File: src/rtl/cotag_tlb_pkg.sv
package cotag_tlb_pkg;

  // where a fill lands
  typedef enum logic [1:0] {
    SLOT_REUSE = 2'd0,   // page already present: overwrite in place
    SLOT_FREE  = 2'd1,   // lowest invalid entry
    SLOT_EVICT = 2'd2    // least recently used entry
  } slot_src_e;

endpackage

File: src/rtl/cotag_tlb_cam.sv
module cotag_tlb_cam #(
  parameter int N     = 16,
  parameter int VPN_W = 20,
  parameter int PFN_W = 20,
  parameter int SPA_W = 28,
  localparam int IW   = (N > 1) ? $clog2(N) : 1
) (
  input  logic             clk,
  input  logic             rst,
  input  logic [VPN_W-1:0] look_vpn,
  input  logic [VPN_W-1:0] fill_vpn,
  input  logic [SPA_W-1:0] snoop_spa,
  input  logic             wr_en,
  input  logic [IW-1:0]    wr_idx,
  input  logic [PFN_W-1:0] wr_pfn,
  input  logic [SPA_W-1:0] wr_cotag,
  input  logic             inv_en,
  output logic [N-1:0]     valid_vec,
  output logic [N-1:0]     look_match,
  output logic [N-1:0]     fill_match,
  output logic [N-1:0]     snoop_match,
  output logic [PFN_W-1:0] look_pfn_any
);

  logic [VPN_W-1:0] vpn_q [N];
  logic [PFN_W-1:0] pfn_q [N];
  logic [SPA_W-1:0] tag_q [N];
  logic [N-1:0]     valid_q;

  assign valid_vec = valid_q;

  // payload arrays: no reset, qualified by valid_q
  always_ff @(posedge clk) begin
    if (wr_en) begin
      vpn_q[wr_idx] <= fill_vpn;
      pfn_q[wr_idx] <= wr_pfn;
      tag_q[wr_idx] <= wr_cotag;
    end
  end

  genvar g;
  generate
    for (g = 0; g < N; g++) begin : g_ent
      assign look_match[g]  = valid_q[g] && (vpn_q[g] == look_vpn);
      assign fill_match[g]  = valid_q[g] && (vpn_q[g] == fill_vpn);
      assign snoop_match[g] = valid_q[g] && (tag_q[g] == snoop_spa);

      // a write wins over a same-cycle snoop clear
      always_ff @(posedge clk) begin
        if (rst)
          valid_q[g] <= 1'b0;
        else if (wr_en && (wr_idx == IW'(g)))
          valid_q[g] <= 1'b1;
        else if (inv_en && snoop_match[g])
          valid_q[g] <= 1'b0;
      end

      assert_snoop_drop_R6: assert property (@(posedge clk) disable iff (rst)
        (inv_en && snoop_match[g] && !(wr_en && wr_idx == IW'(g))) |=> !valid_q[g]);

      assert_snoop_keep_R6: assert property (@(posedge clk) disable iff (rst)
        (valid_q[g] && !snoop_match[g] && inv_en) |=> valid_q[g]);
    end
  endgenerate

  always_comb begin
    look_pfn_any = '0;
    for (int i = 0; i < N; i++)
      if (look_match[i]) look_pfn_any = look_pfn_any | pfn_q[i];
  end

  assert_no_dup_R4: assert property (@(posedge clk) disable iff (rst)
    $onehot0(look_match));

  assert_fill_valid_R3: assert property (@(posedge clk) disable iff (rst)
    wr_en |=> valid_q[$past(wr_idx)]);

endmodule

File: src/rtl/cotag_tlb_lru.sv
module cotag_tlb_lru #(
  parameter int N   = 16,
  localparam int IW = (N > 1) ? $clog2(N) : 1
) (
  input  logic          clk,
  input  logic          rst,
  input  logic          touch_en,
  input  logic [IW-1:0] touch_idx,
  output logic [IW-1:0] victim_idx
);

  // age 0 = most recent, N-1 = least recent; ages stay a permutation
  logic [IW-1:0] age_q [N];
  logic [IW-1:0] touched_age;
  logic [N-1:0]  oldest_vec;

  assign touched_age = age_q[touch_idx];

  always_ff @(posedge clk) begin
    if (rst) begin
      for (int i = 0; i < N; i++) age_q[i] <= IW'(i);
    end else if (touch_en) begin
      for (int i = 0; i < N; i++) begin
        if (IW'(i) == touch_idx)
          age_q[i] <= '0;
        else if (age_q[i] < touched_age)
          age_q[i] <= age_q[i] + 1'b1;
      end
    end
  end

  always_comb begin
    victim_idx = '0;
    for (int i = 0; i < N; i++) begin
      oldest_vec[i] = (age_q[i] == IW'(N - 1));
      if (oldest_vec[i]) victim_idx = IW'(i);
    end
  end

  assert_single_victim_R5: assert property (@(posedge clk) disable iff (rst)
    $countones(oldest_vec) == 1);

endmodule

File: src/rtl/cotag_tlb_snoop.sv
module cotag_tlb_snoop (
  input  logic clk,
  input  logic rst,
  input  logic snoop_valid,
  output logic snoop_ready,
  output logic snoop_ack,
  output logic accept
);

  logic ack_q;

  assign snoop_ready = !ack_q;
  assign accept      = snoop_valid && snoop_ready;
  assign snoop_ack   = ack_q;

  always_ff @(posedge clk) begin
    if (rst) ack_q <= 1'b0;
    else     ack_q <= accept;
  end

  assert_ack_follows_R8: assert property (@(posedge clk) disable iff (rst)
    (snoop_valid && snoop_ready) |=> snoop_ack);

  assert_ack_single_R8: assert property (@(posedge clk) disable iff (rst)
    snoop_ack |=> !snoop_ack);

  assert_ack_cause_R8: assert property (@(posedge clk) disable iff (rst)
    $rose(snoop_ack) |-> $past(snoop_valid));

endmodule

File: src/rtl/cotag_tlb.sv
module cotag_tlb
  import cotag_tlb_pkg::*;
#(
  parameter int ENTRIES = 16,
  parameter int VPN_W   = 20,
  parameter int PFN_W   = 20,
  parameter int SPA_W   = 28
) (
  input  logic             clk,
  input  logic             rst,
  input  logic             look_valid,
  input  logic [VPN_W-1:0] look_vpn,
  output logic             look_hit,
  output logic             look_miss,
  output logic [PFN_W-1:0] look_pfn,
  input  logic             fill_valid,
  input  logic [VPN_W-1:0] fill_vpn,
  input  logic [PFN_W-1:0] fill_pfn,
  input  logic [SPA_W-1:0] fill_cotag,
  input  logic             snoop_valid,
  input  logic [SPA_W-1:0] snoop_spa,
  output logic             snoop_ready,
  output logic             snoop_ack
);

  localparam int IW = (ENTRIES > 1) ? $clog2(ENTRIES) : 1;

  logic [ENTRIES-1:0] valid_vec, look_match, fill_match, snoop_match, look_eff;
  logic [PFN_W-1:0]   pfn_any;
  logic               snoop_accept;
  logic [IW-1:0]      free_idx, reuse_idx, hit_idx, victim_idx, slot_idx, touch_idx;
  logic               any_free, look_now_hit, touch_en;
  slot_src_e          slot_src;

  cotag_tlb_cam #(.N(ENTRIES), .VPN_W(VPN_W), .PFN_W(PFN_W), .SPA_W(SPA_W)) u_cam (
    .clk          (clk),
    .rst          (rst),
    .look_vpn     (look_vpn),
    .fill_vpn     (fill_vpn),
    .snoop_spa    (snoop_spa),
    .wr_en        (fill_valid),
    .wr_idx       (slot_idx),
    .wr_pfn       (fill_pfn),
    .wr_cotag     (fill_cotag),
    .inv_en       (snoop_accept),
    .valid_vec    (valid_vec),
    .look_match   (look_match),
    .fill_match   (fill_match),
    .snoop_match  (snoop_match),
    .look_pfn_any (pfn_any)
  );

  cotag_tlb_lru #(.N(ENTRIES)) u_lru (
    .clk        (clk),
    .rst        (rst),
    .touch_en   (touch_en),
    .touch_idx  (touch_idx),
    .victim_idx (victim_idx)
  );

  cotag_tlb_snoop u_snoop (
    .clk         (clk),
    .rst         (rst),
    .snoop_valid (snoop_valid),
    .snoop_ready (snoop_ready),
    .snoop_ack   (snoop_ack),
    .accept      (snoop_accept)
  );

  // a lookup loses an entry that a same-cycle snoop removes
  assign look_eff     = look_match & ~(snoop_match & {ENTRIES{snoop_accept}});
  assign look_now_hit = look_valid && (|look_eff);
  assign any_free     = ~&valid_vec;

  always_comb begin
    free_idx  = '0;
    reuse_idx = '0;
    hit_idx   = '0;
    for (int i = ENTRIES - 1; i >= 0; i--) begin
      if (!valid_vec[i]) free_idx  = IW'(i);
      if (fill_match[i]) reuse_idx = IW'(i);
      if (look_eff[i])   hit_idx   = IW'(i);
    end
  end

  always_comb begin
    if (|fill_match)   slot_src = SLOT_REUSE;
    else if (any_free) slot_src = SLOT_FREE;
    else               slot_src = SLOT_EVICT;
    case (slot_src)
      SLOT_REUSE: slot_idx = reuse_idx;
      SLOT_FREE:  slot_idx = free_idx;
      default:    slot_idx = victim_idx;
    endcase
  end

  // a fill takes the single recency update when both occur
  assign touch_en  = fill_valid || look_now_hit;
  assign touch_idx = fill_valid ? slot_idx : hit_idx;

  always_ff @(posedge clk) begin
    if (rst) begin
      look_hit  <= 1'b0;
      look_miss <= 1'b0;
      look_pfn  <= '0;
    end else begin
      look_hit  <= look_now_hit;
      look_miss <= look_valid && !(|look_eff);
      look_pfn  <= look_now_hit ? pfn_any : '0;
    end
  end

  assert_hit_miss_excl_R2: assert property (@(posedge clk) disable iff (rst)
    !(look_hit && look_miss));

  assert_answer_R2: assert property (@(posedge clk) disable iff (rst)
    look_valid |=> (look_hit || look_miss));

  assert_quiet_R2: assert property (@(posedge clk) disable iff (rst)
    !look_valid |=> !(look_hit || look_miss));

  assert_snoop_wins_R9: assert property (@(posedge clk) disable iff (rst)
    (look_valid && snoop_accept && ((look_match & snoop_match) != '0)) |=> look_miss);

endmodule

File: config.mk
export PLATFORM = sky130hd
export DESIGN_NAME = cotag_tlb
export DESIGN_NICKNAME = d
export VERILOG_FILES = /design/src/rtl/cotag_tlb_pkg.sv /design/src/rtl/cotag_tlb_cam.sv /design/src/rtl/cotag_tlb_lru.sv /design/src/rtl/cotag_tlb_snoop.sv /design/src/rtl/cotag_tlb.sv
export SDC_FILE = /design/constraint.sdc
export NUM_CORES = 2
export LEC_CHECK = 0
export BUFFER_PORTS_ARGS = -buffer_cell sky130_fd_sc_hd__buf_2
export CORE_ASPECT_RATIO = 0.75
export CORE_UTILIZATION = 55
export CTS_CLUSTER_SIZE = 20
export DETAILED_ROUTE_END_ITERATION = 7
export PLACE_DENSITY = 0.74
export SLEW_MARGIN = 15
export SYNTH_ARGS = -nofsm -noshare
export SYNTH_HDL_FRONTEND = slang
export SYNTH_HIERARCHICAL = 1
export SYNTH_SLANG_ARGS = --single-unit
export TNS_END_PERCENT = 50
File: constraint.sdc
create_clock -name clk -period 8.39 [get_ports clk]
set_input_delay 0.839 -clock clk [delete_from_list [all_inputs] [get_ports clk]]
set_output_delay 0.839 -clock clk [all_outputs]
set_load 0.02 [all_outputs]
======== Word-level counts from Yosys, hierarchy flattened ========
Memories as Yosys holds them, arrays and structs flattened.
Index checks and enable logic that the tools add are counted.
word-level totals
  bits of input ports ..................... 121
  register bits ........................... 39
  RAM bits ................................ 1152
  output and inout bits ................... 24
  logic and storage cells ................. 605
  memories ................................ 4
cells by class
  add/subtract/negate cells ............... 16
  muxes and demuxes ....................... 295
  reductions and logical operators ........ 109
  eq/ne operators ......................... 94
  $lt $le $gt $ge ......................... 16
  bitwise logic cells ..................... 51
memory list
  memory       words  width  rd ports  clocked after Yosys merged registers in  write ports  RTL line             source
  u_cam.tag_q  16     28     16        0                                        1            cotag_tlb_cam.sv:27  logic [SPA_W-1:0] tag_q [N];
  u_cam.pfn_q  16     20     16        0                                        1            cotag_tlb_cam.sv:26  logic [PFN_W-1:0] pfn_q [N];
  u_cam.vpn_q  16     20     16        0                                        1            cotag_tlb_cam.sv:25  logic [VPN_W-1:0] vpn_q [N];
  u_lru.age_q  16     4      17        0                                        16           cotag_tlb_lru.sv:13  logic [IW-1:0] age_q [N];
operators with widths
  cell                   number
  $eq A20 B20 Y1         32
  $eq A28 B28 Y1         16
  $mux W4                89
  $mux W20               16
  $or A20 B20 Y20        15
  $mux W1                181
  $eq A4 B4 Y1 const B   23
  $logic_and A1 B1 Y1    83
  $add A4 B1 Y4 const B  16
  $lt A4 B4 Y1           16
  $and A16 B16 Y16       2
  $eq A4 B4 Y1 const A   8
  $or A1 B1 Y1           32
  $reduce_bool A2 Y1     16
  $reduce_or A16 Y1      2
  $eq A3 B4 Y1 const A   4
  $eq A4 B3 Y1 const B   4
  $not A16 Y16           1
  $reduce_and A16 Y1     1
  $mux W3                4
  $eq A2 B4 Y1 const A   2
  $eq A4 B2 Y1 const B   2
  $logic_not A4 Y1       2
  $mux W2                4
  other kinds (9)        10

======== Depth between registers and ports, before layout ========
An unclocked memory read counts as a cell.
  depth after elaboration ................. 34
  depth in mapped cells ................... 26
  depth with buffers taken out ............ 22

======== Modules after synthesis ========
Netlist, hierarchy kept.
by module, submodules not included
  module           cells each  times used  area an instance (µm²)  sequential area each (µm²)
  cotag_tlb_cam    3327        1           49416.1                 32991.6
  cotag_tlb_lru    550         1           5596.6                  1921.8
  cotag_tlb        194         1           1451.4                  440.4
  cotag_tlb_snoop  4           1           42.5                    20.0

======== Least setup slack after synthesis ========
Ideal clock, no wire load.
  path type ............................... input -> register
  from .................................... in fill_vpn[9]
  to ...................................... mem u_cam.pfn_q[0][0], enable pin
  setup time .............................. 580 ps
  setup slack ............................. -624 ps
  data arrival time ....................... 8434 ps
  stages .................................. 12
  data required time ...................... 7810 ps
  buffers on the path ..................... 2
  path through ............................ clkbuf_1 clkbuf_1 xor2_1 nor4_1 nand3_1 nor4_1 inv_1 a2111oi_0 o21ai_0 a221o_2 or3b_2 nor3_1
between the ends
  elaborated cells on any way between the ends .. 53
  classes of those cells .................. 17 x eq/ne; 18 x mux; 18 x reduce/logical
RTL lines
  item                                          RTL line                          source
  start: declaration                            cotag_tlb.sv:17                   input logic [VPN_W-1:0] fill_vpn,
  $eq A20 B20 Y1 (*)                            cotag_tlb_cam.sv:45               assign fill_match[g] = valid_q[g] && (vpn_q[g] == fill_vpn);
  $logic_and A1 B1 Y1 (*)                       cotag_tlb_cam.sv:45
  named net fill_match[2]                       cotag_tlb.sv:28                   logic [ENTRIES-1:0] valid_vec, look_match, fill_match, snoop_match, look_eff;
  $reduce_or A16 Y1 or $mux W4 (tied branches)  cotag_tlb.sv:87, cotag_tlb.sv:81
  $mux W2 or $mux W4 (tied branches)            cotag_tlb.sv:87, cotag_tlb.sv:81
  $eq A2 B1 Y1 (tied with other cells)          cotag_tlb.sv:90                   case (slot_src)
  $pmux W4 S2 (*)                               cotag_tlb.sv:90
  named net slot_idx[0]                         cotag_tlb.sv:31                   logic [IW-1:0] free_idx, reuse_idx, hit_idx, victim_idx, slot_idx, touch_idx;
  end: declaration                              cotag_tlb_cam.sv:26
The timed path passes the listed nets; every way through them passes the cells marked *.

==> results.md <==
- Status: completed
- Final Slew Violations: 0
- Netlist cell types: 93
- Routed WL: 173100 um
- Avg Cell Area, Syn: 13.87 sq um
- PostCTS Resize Cnt: 0
- CTS tree: built
- Power Dens Cells: 206.4 nW/um^2
- Total gr overflow: 0
- Pre-CTS setup slack: 44.09 ps
- Mapped cell area: 56510 sq um
- Slew @ Worst Pin: 1287 ps
- GP Congestion: 0.9499
- Critical path type: in -> reg
- Unrepaired setup endpoints after global routing: false
- Final hold violations: 0
- Top cell type's share of synthesized area: 61.22%
- Worst-skew pair later-pin latency: 740 ps
- VDD IR max: 0.1729 mV
- Total chip power: 12900 uW
- Initial antenna violation count: 5
- Remaining DRCs: 0
- Yosys top cell by area: edfxtp_1
- P_leak: 0.02033 uW
- Setup violators final: 0
- DR WL/cell: 30.46 um
- Share of cells above drive strength 1: 13.36%
- CTS hold repair buffers: 0
- Yosys Warn Count: 6
- Critical path cell sequence: buf_2 > xor2_1 > nor4_1 > nand3_1 > nor4_1 > and2_1 > nand2b_1 > a21oi_1 > o211ai_1 > a31oi_1 > a211oi_1 > or2_0 > a32o_1 > mux4_2 > mux4_2 > inv_1 > ha_1 > a221o_1 > or2_1 > o211ai_1
- Period utilization: 94.55%
- Critical Path RT: 8760 ps
- First drt pass iteration count: 8
- Die height: 279.6 um
- Critical Path Fanout Max: 16
- Worst Setup End Kind: flip-flop
- Final net count: 4438
- Synth top area cells: edfxtp_1 61%, xnor2_1 9.1%, xor2_1 8.1%
- CP peak stage delay: 1000 ps
- H-tree Lvls: 3
- Number of synthesized flops with an enable pin: 1152
- DP Cell Count: 5477
- Yosys reg bits: 1191
- Final worst slack: 457.4 ps
- Postcts setup bufs: 0
- CTS buffer count: 113
- MaxCap Viol Count: 0
- Main synth FF type: edfxtp_1
- Crit path to: u_lru/age_q[11][1]$_SDFFCE_PP1P_
- Chip width: 372.1 um
- Worst min path class: in -> reg
- Syn Nets: 4260
- R2R cell count: 19
- Top Family by Delay on Critical Path: simple AND/OR/NAND/NOR gates
- Vias in the first global route: 35400
- Minimum clock period: 7933 ps
- Initial Util: 55.68%
- Pin count of the biggest net entering global routing: 70
- FF-to-FF End: u_lru/age_q[11][1]$_SDFFCE_PP1P_
- First-pass GRT wire length: 246700 um
- Filler cells: 7441
- Crit start category: input port
- Clk sinks: 1191
- Final hold slack: 433.6 ps
- Detailed placement HPWL: 110800 um
- Die area: 104000 sq um
- Slowest cell on the critical path: nor4_1
- Reg-to-reg critical path startpoint: u_cam/tag_q[8][20]$_DFFE_PP_
- Vias post-DR: 37570
- Row cnt: 101
- Max_slew headroom: 13.42%
- Skew final: 64.49 ps
- Buf+Inv Stages, Crit Path: 2
- Ys async rst share: 0%
- R2r setup slk: 770 ps
- CORE AREA: 101500 sq um
- Area growth syn-to-layout: 10.62%
- CP Launch Point: snoop_spa[20]
- Synth Instances: 4075
- Antenna Violating Nets Remaining: 0
- Arr. time, crit path: 8300 ps
- Vias per std cell: 6.610
- Seq/Total Area, Yosys: 62.60%
- Fmax: 0.1261 GHz
- Buffers on Ports: 144
- IO Pins: 145
- Final non-filler cell total: 5684
- Worst-case clock buffer depth: 3
- DR iter-0 viols: 5893
- Levels on crit path: 20
- Tot GR Track Use: 33.04%
- CTS clk-pin slew, worst paths: 60 ps
- Root buf cell: clkbuf_16
## cells in the mapped netlist (60+ instances only)
cell      instances
nand3_1         315
inv_1            62
xnor2_1         585
nor2_1           60
buf_2           100
edfxtp_1       1152
xor2_1          522
ha_1             64
nor4_1          193
clkbuf_1         62
nand4_1         261
nand2_1          84
## flip-flops by register name, summed over array words and instances, names as in the netlist
signal and count:
u_cam/tag_q 448, u_cam/pfn_q 320, u_cam/vpn_q 320, u_lru/age_q 64, look_pfn 20, u_cam/valid_vec 16
look_hit 1, look_miss 1, u_snoop/snoop_ack 1
## cell usage in the layout, fill, tap and decap left out, drive strengths merged, types with 36 or more instances in the layout
cell type     n
clkinv       42
nand3       326
xor2        522
dfxtp        39
xnor2       585
buf         304
inv          71
nand4       262
and2         58
clkbuf      138
edfxtp     1152
nor4        197
nor2         61
ha           64
nand2        84
a21oi        36
## area by class of cell
| type | instances | area [sq um] | share of cell area, % |
|---|---|---|---|
| multi-input cells | 2579 | 19620 | 31.38 |
| flip-flops and latches | 1191 | 35370 | 56.59 |
| clock inverters | 65 | 654.4 | 1.047 |
| well taps | 1339 | 1675 | 2.680 |
| clock buffers | 138 | 2942 | 4.706 |
| repair buffers | 304 | 1997 | 3.195 |
| inverters | 64 | 240.2 | 0.3843 |
| diodes | 4 | 10.01 | 0.01601 |
## metal layers
metal | vias up | GRT usage [%] | wire [um]
met4 | 2 | 8.165 | 4117
met2 | 2941 | 45.61 | 72260
met3 | 308 | 10.79 | 27090
met5 | - | 0 | 13
li1 | 15570 | - | -
met1 | 18750 | 50.07 | 69650
## worst min path at each step
stage,start,cells past startpoint,slack [ps],to
floorplan,u_cam/valid_vec[0]$_SDFFE_PP0P_,2,530,u_cam/valid_vec[0]$_SDFFE_PP0P_
global placement,u_cam/valid_vec[0]$_SDFFE_PP0P_,2,600,u_cam/valid_vec[0]$_SDFFE_PP0P_
detailed placement,u_cam/valid_vec[0]$_SDFFE_PP0P_,2,600,u_cam/valid_vec[0]$_SDFFE_PP0P_
CTS,fill_vpn[11],1,410,u_cam/vpn_q[10][11]$_DFFE_PP_
global route,fill_vpn[11],1,420,u_cam/vpn_q[10][11]$_DFFE_PP_
finish,fill_vpn[11],1,430,u_cam/vpn_q[15][11]$_DFFE_PP_
## stage by stage
| step | util, % | TNS, ps | instance area (sq um) |
|---|---|---|---|
| CTS | 61.59 | 0 | 62500 |
| finish | 61.60 | 0 | 62510 |
| floorplan | - | -10930 | 56520 |
| global route | 61.59 | 0 | 62500 |
| detailed placement | 58.04 | 0 | 58900 |
| global placement | 58.04 | 0 | 58900 |
## where the power goes
group	switching (uW)	internal [uW]	total [uW]
registers	93.2	6620	6720
clock network	2260	2800	5060
logic	744	380	1120
total	3090	9810	12900
## cells by family after synthesis
family,after synthesis,share of synthesized area [%]
xor+xnor,1107,17.16
fa+ha+maj,64,1.417
simple gates,1121,11.43
compound gates,264,3.494
mux,23,0.7462
flops,1191,62.60
buf+inv,305,3.153
Power figures use the tool's default switching activity.
